## src/rtl/ts_fifo.sv

```systemverilog
module ts_fifo #(
  parameter int DEPTH = 8,
  parameter int WIDTH = 16
) (
  input  logic             clk,
  input  logic             rst,
  input  logic             in_req,
  input  logic [WIDTH-1:0] in_data,
  output logic             in_ack,
  output logic             out_req,
  output logic [WIDTH-1:0] out_data,
  input  logic             out_ack
);
  logic [DEPTH-1:0] wr_sel, rd_sel, full_ph, empty_ph, holding;
  logic [DEPTH-1:0][WIDTH-1:0] slot_q;
  logic in_ack_q, out_req_q, offered;
  logic wr_fire, rd_full, rd_done, rd_offer;

  assign holding  = full_ph ^ empty_ph;
  assign wr_fire  = (in_req ^ in_ack_q) & ~|(wr_sel & holding);
  assign rd_full  = |(rd_sel & holding);
  assign rd_done  = offered & ~(out_req_q ^ out_ack);
  assign rd_offer = ~offered & rd_full;

  always_ff @(posedge clk) begin
    if (rst) begin
      wr_sel    <= DEPTH'(1);
      rd_sel    <= DEPTH'(1);
      in_ack_q  <= 1'b0;
      out_req_q <= 1'b0;
      offered   <= 1'b0;
    end else begin
      if (wr_fire) begin
        in_ack_q <= ~in_ack_q;
        wr_sel   <= {wr_sel[DEPTH-2:0], wr_sel[DEPTH-1]};
      end
      if (rd_done) begin
        offered <= 1'b0;
        rd_sel  <= {rd_sel[DEPTH-2:0], rd_sel[DEPTH-1]};
      end else if (rd_offer) begin
        offered   <= 1'b1;
        out_req_q <= ~out_req_q;
      end
    end
  end

  always_ff @(posedge clk) begin
    for (int i = 0; i < DEPTH; i++) begin
      if (rst) begin
        full_ph[i]  <= 1'b0;
        empty_ph[i] <= 1'b0;
        slot_q[i]   <= '0;
      end else begin
        if (wr_sel[i] && !holding[i]) slot_q[i] <= in_data;
        if (wr_fire && wr_sel[i]) full_ph[i] <= ~full_ph[i];
        if (rd_done && rd_sel[i]) empty_ph[i] <= ~empty_ph[i];
      end
    end
  end

  always_comb begin
    out_data = '0;
    for (int i = 0; i < DEPTH; i++)
      out_data = out_data | (slot_q[i] & {WIDTH{rd_sel[i]}});
  end

  assign in_ack  = in_ack_q;
  assign out_req = out_req_q;
endmodule

```

## config.mk

```make
export PLATFORM = sky130hd
export DESIGN_NAME = ts_fifo
export DESIGN_NICKNAME = d
export VERILOG_FILES = /design/src/rtl/ts_fifo.sv
export SDC_FILE = /design/constraint.sdc
export NUM_CORES = 1
export LEC_CHECK = 0
export BUFFER_PORTS_ARGS = -buffer_cell sky130_fd_sc_hd__buf_2
export CORE_MARGIN = 1
export CORE_UTILIZATION = 35
export DETAILED_ROUTE_END_ITERATION = 6
export PLACE_DENSITY = 0.57
export SLEW_MARGIN = 20
export SYNTH_ARGS = -nofsm -noshare
export SYNTH_HDL_FRONTEND = slang
export SYNTH_SLANG_ARGS = --single-unit
```

## constraint.sdc

```tcl
create_clock -name clk -period 4.5 [get_ports clk]
set_input_delay 0.675 -clock clk [delete_from_list [all_inputs] [get_ports clk]]
set_output_delay 0.675 -clock clk [all_outputs]
set_load 0.02 [all_outputs]
```

After elaboration in Yosys (flattened, before gate mapping):

Cells that the tools add are included.

* bitwise logic cells: 44
* reductions and logical operators: 37

Operator list (count)
* $and A16 B16 Y16: 8
* $or A16 B16 Y16: 7
* $logic_and A1 B1 Y1: 24
* $not A1 Y1: 21
* $and A8 B8 Y8: 2
* $reduce_or A8 Y1: 2
* $logic_not A1 Y1: 9
* $xor A8 B8 Y8: 1
* $and A1 B1 Y1: 3
* $reduce_and A2 Y1: 1
* $reduce_or A2 Y1: 1
* $xor A1 B1 Y1: 2

* register bits: 163
* output and inout bits: 18

Logic depth before layout (Yosys ltp):

* word-level depth: 8
* mapped depth: 7

Worst setup path after synthesis:

Ideal clock, no wire load.

* kind: register to output
* start: register rd_sel[0]
* end: output port out_data[11]
* arrival time: 1.191 ns
* required time: 3.825 ns
* setup slack: 2.634 ns
* cell stages (with the launch flop): 5
* path through: dfxtp_1 > clkbuf_1 > clkbuf_1 > a22oi_1 > nand4_1

* cells in the longest elaborated chain, start to end: 8

Ends and longest elaborated chain
* start, declared: line 14 `logic [DEPTH-1:0] wr_sel, rd_sel, full_ph, empty_ph, holding;`
* start signal, assigned: line 39 `rd_sel <= {rd_sel[DEPTH-2:0], rd_sel[DEPTH-1]};`
* $and A16 B16 Y16: line 64 `out_data = out_data | (slot_q[i] & {WIDTH{rd_sel[i]}});`
* $or A16 B16 Y16 (7 in a row): line 64
* end, declared: line 11 `output logic [WIDTH-1:0] out_data,`

Every way passes these cells.

Final worst setup path:

* start: register rd_sel[1]
* end: output port out_data[9]

Same word-level chain as after synthesis.

==> key figures <==
Setup path
  • CP max FO: 19
  • Reg2reg path depth: 4
  • Critical path arrival: 2040 ps
  • Capturing point of the worst reg2reg path: out_req$_SDFFE_PP0P_
  • Reg2reg setup slack: 2500 ps
  • R2r startpoint: rd_sel[6]$_SDFFE_PP0P_
  • Setup CP Type: flip-flop to output port
  • CP required: around 3800 ps
  • Startpoint types: flip-flop
  • Setup crit end kind: output port

GRT
  • Largest net degree at the start of global routing: 101
  • Gr ovfl total: 0
  • Vias in the first global route: around 5300
  • Initial antenna violation count: 0
  • First-pass GRT wire length: 30650 um
  • Gr usage total: 0.2070

Place
  • Buffers on Ports: 37
  • DP Worst Slack: 2235 ps
  • Detailed placement HPWL: ~11000 um
  • GPL Wtd Cong: 0.7308

Clock network
  • Clock transition at path regs: 70 ps
  • Worst-skew pair later-pin latency: 430 ps
  • Post-CTS Resized: 0
  • Max Root-Sink Buffers: 2
  • H-tree depth: 4
  • CTS Hold Bufs: 0
  • Cts bufs inserted: 17
  • # clock sinks: 163
  • CTS tree: built
  • Post-CTS setup buffer count: 0
  • Root Buffer Master: clkbuf_16

Synthesis
  • Sequential fraction of the synthesis area: 0.4906
  • Post-synthesis compound-gate area fraction: 0.2013
  • Adder-cell share of the synthesized area: 0
  • #FFs+latches synth: between 150 and 200
  • Largest family of logic cells by synthesized area: simple AND/OR/NAND/NOR gates
  • Mapped Nets: 872
  • Yosys warnings: 0
  • Top cells by area, synth: dfxtp_1, nand2_1, a21oi_1
  • Multiplexer share of the synthesized area: 0.01185
  • Async set or reset register ratio after synthesis: 0
  • Synth Flop Type: dfxtp_1
  • Top cell type by total area after synthesis: dfxtp_1
  • Post-Synth Simple-Gate Area: 0.2128
  • Share of the synthesized area in the top cell type: 0.4906
  • Synthesized instance count: 852
  • EDFF count, synth: 0
  • Post-synth cell types: 30
  • Xor/xnor share of the synthesized area: 0.02634
  • Mapped Area: 6651 um^2
  • Mean Syn Cell Area: approximately 7.8 um^2

STA
  • Max_slew headroom: 0.3009
  • Worst-Margin Slew: 1047 ps
  • Hold_ws: around 450 ps
  • Final setup margin: around 1800 ps
  • Max-slew violation count: 0
  • Tcrit/Tclk final: 0.6035
  • Final Skew: ~11 ps
  • Final Critical Period: between 2000 and 3000 ps
  • Fmax: approximately 0.37 GHz
  • Final Hold Violating Endpoints: 0
  • Unrepaired setup endpoints after global routing: no
  • Setup violations, final: 0
  • Sum Neg Setup Slack: 0 ps

Routing
  • Vias after detailed routing: 5742
  • Pre-Repair DR Iteration Count: 7
  • Iteration-0 DRC count of the detailed router: 546
  • Drt drc: 2
  • Detail Route Antenna Nets: 0
  • WL/cell: 18.20 um
  • Vias per cell: 5.322
  • Final WL: 19640 um

Finish
  • Most frequent cells in the layout: nand2_1, dfxtp_1, a21oi_1
  • Antenna cells: 0
  • Fin util: 0.3985
  • Area Growth Syn to Fin: 11.70%
  • Nets: 853
  • Share of post-route cells with drive strength above 1: 0.09586
  • Commonest non-fill, non-tap cell in the layout: nand2_1

Die
  • Chip height: 139.9 um
  • Die area: 19560 um^2
  • Row Count: 50
  • IO Pins: 38
  • Die width: 139.9 um
  • Starting Density: 0.3568
  • Core region area: 18640 um^2

Job
  • Max Cap Viol: 0

Min path
  • WHS Endpoint: slot_q[80]$_SDFFE_PP0P_
  • Worst Hold Depth: 2
  • Worst hold path type: flip-flop to flip-flop
  • Hold Path Origin: slot_q[80]$_SDFFE_PP0P_

Power
  • Final Power: 4.156 mW
  • Leak Pwr: 2.557 nW
  • Max rail drop VDD: 0.1999 mV
  • Cell Pwr Density: between 500 and 600 nW/um^2

Run status
  • Failing checks: DRC
  • Status: finished with violations
-- per-stage QoR --
stage / std cells / instance area (um^2)
5_1_grt: 1079 / 7430
4_1_cts: 1079 / 7430
6_report: 1079 / 7430
3_3_place_gp: 1048 / 6812
3_5_place_dp: 1048 / 6812
2_1_floorplan: 852 / 6651
-- registers in the layout, indices dropped and copies added, names as in the netlist --
signal,cells
empty_ph,8
full_ph,8
in_ack,1
offered,1
out_req,1
rd_sel,8
slot_q,128
wr_sel,8
-- cell families (layout without fill, tap and decap cells) --
logic type | count (synthesis) | count (layout)
mux | 7 | 7
xor+xnor | 20 | 20
flops | 163 | 163
buf+inv | 87 | 80
compound gates | 228 | 228
simple gates | 347 | 347
-- report_power, final --
group          leakage, nW  switching [mW]  total (mW)  internal (mW)
sequential            1.32           0.138        1.74           1.60
combinational        0.939           0.620       0.890          0.270
clock                0.298           0.608        1.53          0.921
-- synthesized netlist by cell type (all sizes together) (8+ instances only) --
master / number
o21ai: 8
buf: 25
inv: 8
nand4: 17
nand2: 283
nor2: 19
clkbuf: 54
a22oi: 71
a21oi: 146
and2: 8
xor2: 17
dfxtp: 163
-- worst max-delay path by stage --
stage	to	depth (start not counted)	from
floorplan	out_data[11]	4	rd_sel[0]$_SDFFE_PP1P_
global placement	out_data[9]	3	rd_sel[1]$_SDFFE_PP0P_
detailed placement	out_data[9]	3	rd_sel[1]$_SDFFE_PP0P_
CTS	out_data[9]	3	rd_sel[1]$_SDFFE_PP0P_
global route	out_data[9]	3	rd_sel[1]$_SDFFE_PP0P_
finish	out_data[9]	3	rd_sel[1]$_SDFFE_PP0P_
-- critical path, stage by stage (launching register included) --
cell and delay [ps]:
dfxtp_1 1010, a22oi_1 210, nand4_1 200, buf_2 180
-- layout make-up --
class | count | area [um^2]
multi-input combinational | 602 | 3008
sequential | 163 | 3263
clock buffer | 21 | 470.5
timing repair buffer | 41 | 217.7
tap | 234 | 292.8
inverter | 8 | 30.03
clock inverter | 10 | 147.6
fill | 1909 | 11210
-- per-layer routing --
layer / vias up / share of wire / track usage
met5: - / 0 / 0
met4: 0 / 0.015 / 0.06767
met3: 23 / 0.057 / 0.03510
li1: 2823 / - / -
met1: 2718 / 0.46 / 0.2820
met2: 178 / 0.47 / 0.3313
Note: power is estimated with default switching activity, not from simulation.
